===== src/rtl/vwm_pkg.sv =====
package vwm_pkg;
  localparam int unsigned AW         = 32;
  localparam int unsigned BANK_SHIFT = 16;
  localparam logic [AW-1:0] BASE_A   = 32'h000A_0000;
  localparam logic [AW-1:0] BASE_B   = 32'h000B_0000;
  localparam logic [AW-1:0] OFF_DFLT = 32'h0 - BASE_A;

  typedef enum logic [1:0] {
    MAP_WIDE   = 2'd0,
    MAP_BANKED = 2'd1,
    MAP_HIGH   = 2'd2,
    MAP_NONE   = 2'd3
  } map_mode_e;

  typedef struct packed {
    logic          vld;
    logic          hit;
    logic          rd_ff;
    logic [AW-1:0] addr;
  } xlat_t;
endpackage


===== src/rtl/vwm_bank_reg.sv =====
module vwm_bank_reg
  import vwm_pkg::*;
#(
  parameter int unsigned VRAM_BYTES = 32'h0040_0000,
  parameter int unsigned BANK_W     = 16
) (
  input  logic              clk,
  input  logic              rst_n,
  input  logic              bank_wr,
  input  logic [BANK_W-1:0] bank_wdata,
  input  logic              ext_en_wr,
  input  logic              ext_en_val,
  output logic [BANK_W-1:0] bank_q,
  output logic [AW-1:0]     off_q
);
  localparam int unsigned      NBANK = VRAM_BYTES >> BANK_SHIFT;
  localparam logic [BANK_W-1:0] MASK = BANK_W'(NBANK - 1);

  logic              dis_wr;
  logic              upd;
  logic [BANK_W-1:0] bank_d;
  logic [AW-1:0]     off_d;

  assign dis_wr = ext_en_wr & ~ext_en_val;
  assign upd    = bank_wr | dis_wr;

  always_comb begin
    bank_d = bank_q;
    off_d  = off_q;
    if (bank_wr) begin
      bank_d = bank_wdata & MASK;
      off_d  = (AW'(bank_d) << BANK_SHIFT) - BASE_A;
    end
    if (dis_wr) begin
      off_d = OFF_DFLT;
    end
  end

  always_ff @(posedge clk or negedge rst_n) begin
    if (!rst_n) begin
      bank_q <= '0;
      off_q  <= OFF_DFLT;
    end else if (upd) begin
      bank_q <= bank_d;
      off_q  <= off_d;
    end
  end
endmodule


===== src/rtl/vwm_xlate.sv =====
module vwm_xlate
  import vwm_pkg::*;
(
  input  logic [1:0]    map_mode,
  input  logic          req_write,
  input  logic [AW-1:0] host_addr,
  input  logic [AW-1:0] off,
  output logic          hit,
  output logic          rd_ff,
  output logic [AW-1:0] lin
);
  map_mode_e mode;
  assign mode = map_mode_e'(map_mode);

  always_comb begin
    hit = 1'b0;
    lin = '0;
    unique case (mode)
      MAP_WIDE: begin
        hit = 1'b1;
        lin = host_addr - BASE_A;
      end
      MAP_BANKED: begin
        if (host_addr < BASE_B) begin
          hit = 1'b1;
          lin = host_addr + off;
        end
      end
      MAP_HIGH: begin
        hit = 1'b1;
        lin = host_addr - BASE_B;
      end
      default: begin
        hit = 1'b0;
      end
    endcase
    rd_ff = ~hit & ~req_write;
  end
endmodule


===== src/rtl/vwm_out_reg.sv =====
module vwm_out_reg
  import vwm_pkg::*;
(
  input  logic          clk,
  input  logic          rst_n,
  input  logic          req_valid,
  input  logic          hit,
  input  logic          rd_ff,
  input  logic [AW-1:0] lin,
  output xlat_t         q
);
  xlat_t d;
  logic  en;

  assign en = req_valid | q.vld;

  always_comb begin
    d = '0;
    if (req_valid) begin
      d.vld   = 1'b1;
      d.hit   = hit;
      d.rd_ff = rd_ff;
      d.addr  = lin;
    end
  end

  always_ff @(posedge clk or negedge rst_n) begin
    if (!rst_n) begin
      q <= '0;
    end else if (en) begin
      q <= d;
    end
  end
endmodule


===== src/rtl/vram_window_map.sv =====
module vram_window_map
  import vwm_pkg::*;
#(
  parameter int unsigned VRAM_BYTES = 32'h0040_0000,
  parameter int unsigned BANK_W     = 16
) (
  input  logic              clk,
  input  logic              rst_n,
  input  logic [1:0]        map_mode,
  input  logic              req_valid,
  input  logic              req_write,
  input  logic [31:0]       host_addr,
  input  logic              bank_wr,
  input  logic [BANK_W-1:0] bank_wdata,
  input  logic              ext_en_wr,
  input  logic              ext_en_val,
  output logic [BANK_W-1:0] bank_q,
  output logic              out_valid,
  output logic              out_hit,
  output logic              out_rd_ff,
  output logic [31:0]       out_addr
);
  logic [1:0]    rst_sync;
  logic          rst_int_n;
  logic [AW-1:0] off_q;
  logic          x_hit;
  logic          x_rd_ff;
  logic [AW-1:0] x_lin;
  xlat_t         res_q;

  always_ff @(posedge clk or negedge rst_n) begin
    if (!rst_n) begin
      rst_sync <= 2'b00;
    end else begin
      rst_sync <= {rst_sync[0], 1'b1};
    end
  end
  assign rst_int_n = rst_sync[1];

  vwm_bank_reg #(.VRAM_BYTES(VRAM_BYTES), .BANK_W(BANK_W)) u_bank (
    .clk        (clk),
    .rst_n      (rst_int_n),
    .bank_wr    (bank_wr),
    .bank_wdata (bank_wdata),
    .ext_en_wr  (ext_en_wr),
    .ext_en_val (ext_en_val),
    .bank_q     (bank_q),
    .off_q      (off_q)
  );

  vwm_xlate u_xlate (
    .map_mode  (map_mode),
    .req_write (req_write),
    .host_addr (host_addr),
    .off       (off_q),
    .hit       (x_hit),
    .rd_ff     (x_rd_ff),
    .lin       (x_lin)
  );

  vwm_out_reg u_out (
    .clk       (clk),
    .rst_n     (rst_int_n),
    .req_valid (req_valid),
    .hit       (x_hit),
    .rd_ff     (x_rd_ff),
    .lin       (x_lin),
    .q         (res_q)
  );

  assign out_valid = res_q.vld;
  assign out_hit   = res_q.hit;
  assign out_rd_ff = res_q.rd_ff;
  assign out_addr  = res_q.addr;
endmodule


===== config.mk =====
export PLATFORM = sky130hd
export DESIGN_NAME = vram_window_map
export DESIGN_NICKNAME = d
export VERILOG_FILES = /design/src/rtl/vwm_pkg.sv /design/src/rtl/vwm_bank_reg.sv /design/src/rtl/vwm_xlate.sv /design/src/rtl/vwm_out_reg.sv /design/src/rtl/vram_window_map.sv
export SDC_FILE = /design/constraint.sdc
export NUM_CORES = 1
export LEC_CHECK = 0
export BUFFER_PORTS_ARGS = -buffer_cell sky130_fd_sc_hd__buf_2
export CORE_ASPECT_RATIO = 0.7
export CORE_UTILIZATION = 38
export CTS_BUF_LIST = sky130_fd_sc_hd__clkbuf_4
export DETAILED_ROUTE_END_ITERATION = 8
export GPL_TIMING_DRIVEN = 0
export HOLD_SLACK_MARGIN = 0.1
export MAX_ROUTING_LAYER = met4
export RECOVER_POWER = 100
export SYNTH_ARGS = -nofsm -noshare
export SYNTH_HDL_FRONTEND = slang
export SYNTH_HIERARCHICAL = 1
export SYNTH_SLANG_ARGS = --single-unit
export TNS_END_PERCENT = 20

===== constraint.sdc =====
create_clock -name clk -period 2 [get_ports clk]
set_input_delay 0.3 -clock clk [delete_from_list [all_inputs] [get_ports clk]]
set_output_delay 0.3 -clock clk [all_outputs]
set_load 0.02 [all_outputs]

# Word-level counts from Yosys, hierarchy flattened
# Cells that the tools add are included.
# Widths: inputs -> output; s select.
dict set report totals {
  regBits 75
  input_bits 57
  word_cells 33
}
dict set report classes {
  n_addsub 4
  order_cmp 1
  n_eq_ne 2
  mux 7
  bitwise_logic 7
  n_reduce_logical 5
}
# operator n
set ops {}
lappend ops {{$mux 32} 3}
lappend ops {{$pmux 32 s3} 1}
lappend ops {{$sub 32x20->32 const B} 2}
lappend ops {{$mux 35} 1}
lappend ops {{$add 32x32->32} 1}
lappend ops {{$lt 32x20->1 const B} 1}
lappend ops {{$sub 22x20->23 const B} 1}
lappend ops {{$reduce_and 2->1} 2}
lappend ops {{$not 1->1} 3}
lappend ops {{$and 1x1->1} 2}
lappend ops {{$eq 2x1->1 const B} 1}
lappend ops {{$eq 2x2->1 const B} 1}
lappend ops {{$logic_not 2->1} 1}
lappend ops {{$or 1x1->1} 2}
lappend ops {{$pmux 1 s2} 1}
lappend ops {{$reduce_bool 2->1} 1}
lappend ops {{$reduce_or 2->1} 1}
lappend ops {{$mux 1} 1}

# Longest topological paths before layout
dict set report logic_depth {
  word_depth 6
  depth_mapped 12
}

# Hierarchy
# Netlist, hierarchy kept.
# module instances cells_each area_each_um2 seq_area_each_um2
set modules_own_cells {}
lappend modules_own_cells {vwm_xlate 1 354 2456.1 0.0}
lappend modules_own_cells {vwm_out_reg 1 78 1268.7 875.8}
lappend modules_own_cells {vwm_bank_reg 1 90 848.3 331.6}
lappend modules_own_cells {vram_window_map 1 3 53.8 50.0}

# Worst setup path before layout
# OpenSTA, ideal clock, no wires.
dict set report synth_path {
  kind {reg2reg}
  from {register u_bank.off_q[30]}
  to {register u_out/q[31] in the netlist's numbering}
  setup_ns 0.121
  arrival_ns 2.482
  t_required_ns 1.879
  path_slack_ns -0.603
  path_stages_with_launch 11
  path_buffers 1
  cell_sequence {dfstp_2 -> ha_1 -> clkbuf_1 -> a21o_1 -> a21o_1 -> a21oi_1 -> o21ai_0 -> a311oi_1 -> o21a_1 -> o221ai_1 -> a22o_1}
}
dict set report synth_between {
  elab_chain_cells 4
}
# item line
set synth_lines {}
lappend synth_lines {{start, declared} vwm_bank_reg.sv:14} ;# output logic [AW-1:0] off_q
lappend synth_lines {{start signal, assigned} vwm_bank_reg.sv:42} ;# off_q <= OFF_DFLT;
lappend synth_lines {{start signal, assigned} vwm_bank_reg.sv:45} ;# off_q <= off_d;
lappend synth_lines {{$add 32x32->32} vwm_xlate.sv:26} ;# lin = host_addr + off;
lappend synth_lines {{$mux 32} vwm_xlate.sv:24} ;# if (host_addr < BASE_B) begin
lappend synth_lines {{$pmux 32 s3} vwm_xlate.sv:18} ;# unique case (mode)
lappend synth_lines {{net x_lin[31]} vram_window_map.sv:28} ;# logic [AW-1:0] x_lin;
lappend synth_lines {{$mux 35} vwm_out_reg.sv:19} ;# if (req_valid) begin
lappend synth_lines {{end signal, assigned} vwm_out_reg.sv:29} ;# q <= '0;
lappend synth_lines {{end signal, assigned} vwm_out_reg.sv:31} ;# q <= d;
lappend synth_lines {{end, declared} vwm_out_reg.sv:10} ;# output xlat_t q
# The timed path passes the listed nets, and every way through them passes these cells.
# A chain may end at the register's enable or synchronous reset.

==> impl_metrics.json <==
{
  "status": "complete, but fails checks",
  "violations": "negative setup slack",
  "firstDrtPassIters": 5,
  "path_cells": "ha_4 -> buf_4 -> and3_4 -> and3_4 -> nand3_2 -> nor2_1 -> a211o_1 -> or3_4 -> nand3_2 -> a22o_1",
  "cts_made_buffers": 5,
  "netlist_area_um2": 4627,
  "synthMostInstantiatedCell": "a22o_1",
  "grt_pass1_vias": 4093,
  "finalHoldViolations": 0,
  "synth_simple_gate_area_share": 0.1379,
  "cts_root_buffer": "clkbuf_4",
  "placed_cells": 792,
  "synth_enable_flop_cells": 0,
  "setup_ws_ns": -0.5484,
  "synth_ff_type": "dfrtp_1",
  "slew_headroom": 0.3813,
  "synth-compound-area-share": 0.2918,
  "yosys-top-cells-area": "dfrtp_1, ha_1, a22o_1",
  "synthAdderAreaFrac": 0.09897,
  "cp.required_ns": 2.34,
  "synth_cell_types": 66,
  "ys_seq_area_frac": 0.2718,
  "cap_violations": 0,
  "routabilityCongestion": 0.9126,
  "syn-instance-count": 525,
  "hold_class": "register to async pin",
  "power_leakage_nw": 2.670,
  "cts.clk_slew.worst_paths_ns": 0.15,
  "cts.sinks": 50,
  "setup_violations": 26,
  "dieWidth_um": 133.9,
  "drive_gt1_frac": 0.2953,
  "drtIter0Drc": 262,
  "areaGrowthSynthToFinish_pct": 27.29,
  "worstPathArrival_ns": 2.88,
  "synth_async_sr_flop_share": 1.000,
  "stdcell_count": 815,
  "routed_wl_um": 13490,
  "fin_tns_setup_ns": -4.622,
  "hpwl_um": 10380,
  "grtUsageTotal": 0.2187,
  "dieArea_um2": 12630,
  "ir_drop_mv": 0.2724,
  "ios": 108,
  "grt_max_degree": 38,
  "nFillCells": 1136,
  "grt_pass1_wl_um": 21050,
  "die_y_um": 94.32,
  "cts_buffer_depth": 2,
  "grt_overflow": 0,
  "port_buffers": 84,
  "slowest_stage": "dfstp_4",
  "worstMarginPinSlew_ns": 0.9280,
  "avgSynthCellArea_um2": 8.813,
  "finalCriticalPeriod_ns": 2.548,
  "synth_top_family_by_area": "compound AO/OA/AOI/OAI gates",
  "initial_core_util": 0.3932,
  "finalClockSkew_ns": 0.01517,
  "h-tree-depth": 2,
  "wl_per_cell_um": 16.55,
  "crit_family": "simple AND/OR/NAND/NOR gates",
  "worst-path-buf-inv": 1,
  "critPathCaptureType": "register",
  "clkLatencyLatePin_ns": 0.38,
  "final-seq-area_um2": 1262,
  "fin_nets": 749,
  "multi_input_area_um2": 3284,
  "num_rows": 33,
  "via_count": 4393,
  "core_um2": 11770,
  "fin_crit_sh": 1.274,
  "synth_area_leader_cell": "dfrtp_1",
  "slowest_delay_ns": 0.72,
  "muxShareOfSynthArea": 0.01650,
  "antenna_found_initial": 0,
  "ys_ff_latch": 50,
  "synth_common_cells": "a22o_1, dfrtp_1, a21oi_1",
  "power.density_nw_per_um2": 536.1,
  "drv_slew": 0,
  "yosysWarnings": 6,
  "antenna_left": 0,
  "cts_tree": "built",
  "worstSetupPathType": "register to register",
  "synthXorXnorAreaFrac": 0.06814,
  "yosys.area.top_type_share": 0.2434,
  "rsz0062_at_grt": "yes",
  "fmax_mhz": 392.4,
  "viasPerCell": 5.390,
  "post-route-drc-count": 0,
  "worstPathMaxFanout": 7,
  "crit_path_start_kind": "register",
  "power_mw": 3.157
}
## report_power, final
part           total (mW)  internal [mW]  switching, mW  leakage [nW]
clock               0.482          0.138          0.343        0.0328
combinational        1.52          0.682          0.842          2.00
sequential           1.15           1.09         0.0593         0.635
total                3.16           1.91           1.24          2.67
## path summary, 6_finish.rpt
path / slack [ns] / cells past startpoint / to / from
worst max register to register: -0.55 / 10 / u_out/q[28]$_DFFE_PN0P_ / u_bank/off_q[30]$_DFFE_PN1P_
max in group asynchronous: 0.70 / 1 / u_bank/off_q[19]$_DFFE_PN0P_ / rst_sync[1]$_DFF_PN0_
min in group clk: 0.14 / 3 / u_bank/off_q[17]$_DFFE_PN1P_ / ext_en_wr
worst min register to register: 0.13 / 0 / u_bank/bank_q[2]$_DFFE_PN0P_ / rst_sync[1]$_DFF_PN0_
worst min-delay path: 0.13 / 0 / u_bank/bank_q[2]$_DFFE_PN0P_ / rst_sync[1]$_DFF_PN0_
worst max-delay path: -0.55 / 10 / u_out/q[28]$_DFFE_PN0P_ / u_bank/off_q[30]$_DFFE_PN1P_
## worst reg2reg max path, stage by stage (launching register included)
cell     delay [ns]
dfstp_4        0.72
ha_4           0.23
buf_4          0.17
and3_4         0.20
and3_4         0.20
nand3_2        0.07
nor2_1         0.05
a211o_1        0.26
or3_4          0.37
nand3_2        0.10
a22o_1         0.15
## cells by family (layout without fill, tap and decap cells)
family / Yosys count / after routing
compound gates: 187 / 187
fa+ha+maj: 36 / 36
other cells: 2 / 28
xor+xnor: 36 / 36
simple gates: 121 / 121
flops: 50 / 50
mux: 7 / 7
buf+inv: 86 / 193
## layer usage
layer	vias to the layer above	part of all wire	routed length, um	GRT usage
li1	2168	-	-	-
met1	2073	0.51	6858	0.3213
met2	137	0.42	5723	0.3174
met3	15	0.059	797	0.03020
met4	0	0.0081	109	0.03977
met5	-	0	0	-
## area by class of cell
cell class / count / share of cell area
Tap cell: 157 / 0.03335
Clock inverter: 3 / 0.003612
Buffer: 55 / 0.07287
Multi-Input combinational cell: 414 / 0.5577
Timing Repair Buffer: 110 / 0.09815
Antenna cell: 1 / 0.0004249
Inverter: 20 / 0.01317
Clock buffer: 5 / 0.006373
Sequential cell: 50 / 0.2144
## metrics by stage
| step | utilization | instance area (um^2) | setup WS [ns] | hold WS, ns |
|---|---|---|---|---|
| after floorplan | - | 4838 | -0.4569 | 0.004409 |
| after global placement | 0.4636 | 5455 | -1.031 | 0.08737 |
| after detailed placement | 0.4654 | 5477 | -1.055 | 0.09074 |
| after CTS | 0.4955 | 5831 | -0.5560 | 0.1209 |
| after global routing | 0.5003 | 5887 | -0.6327 | 0.1217 |
| final | 0.5005 | 5889 | -0.5484 | 0.1276 |
## state kept, by name (all words and copies together) (netlist names)
name	count
rst_sync	2
u_out/q	35
u_bank/bank_q	6
u_bank/off_q	7
## timing repair
action,in CTS,in global routing
endpoints found under the setup margin,34,31
endpoints found under the hold margin,2,0
gates resized for setup,53,18
gates cloned,0,0
setup buffers,18,6
pin swaps,30,25
hold buffers,1,0
## cells in the final DEF (no fill, tap or decap), types with 16 or more instances in the layout
master,n
a21o_1,16
conb_1,27
dfrtp_1,44
buf_2,44
clkbuf_1,50
nor2_1,25
xnor2_1,17
nand2_1,33
xor2_1,18
ha_1,24
a22o_1,49
buf_4,55
a21oi_1,30
inv_1,17
No activity file was read; power rests on OpenSTA's default activity.
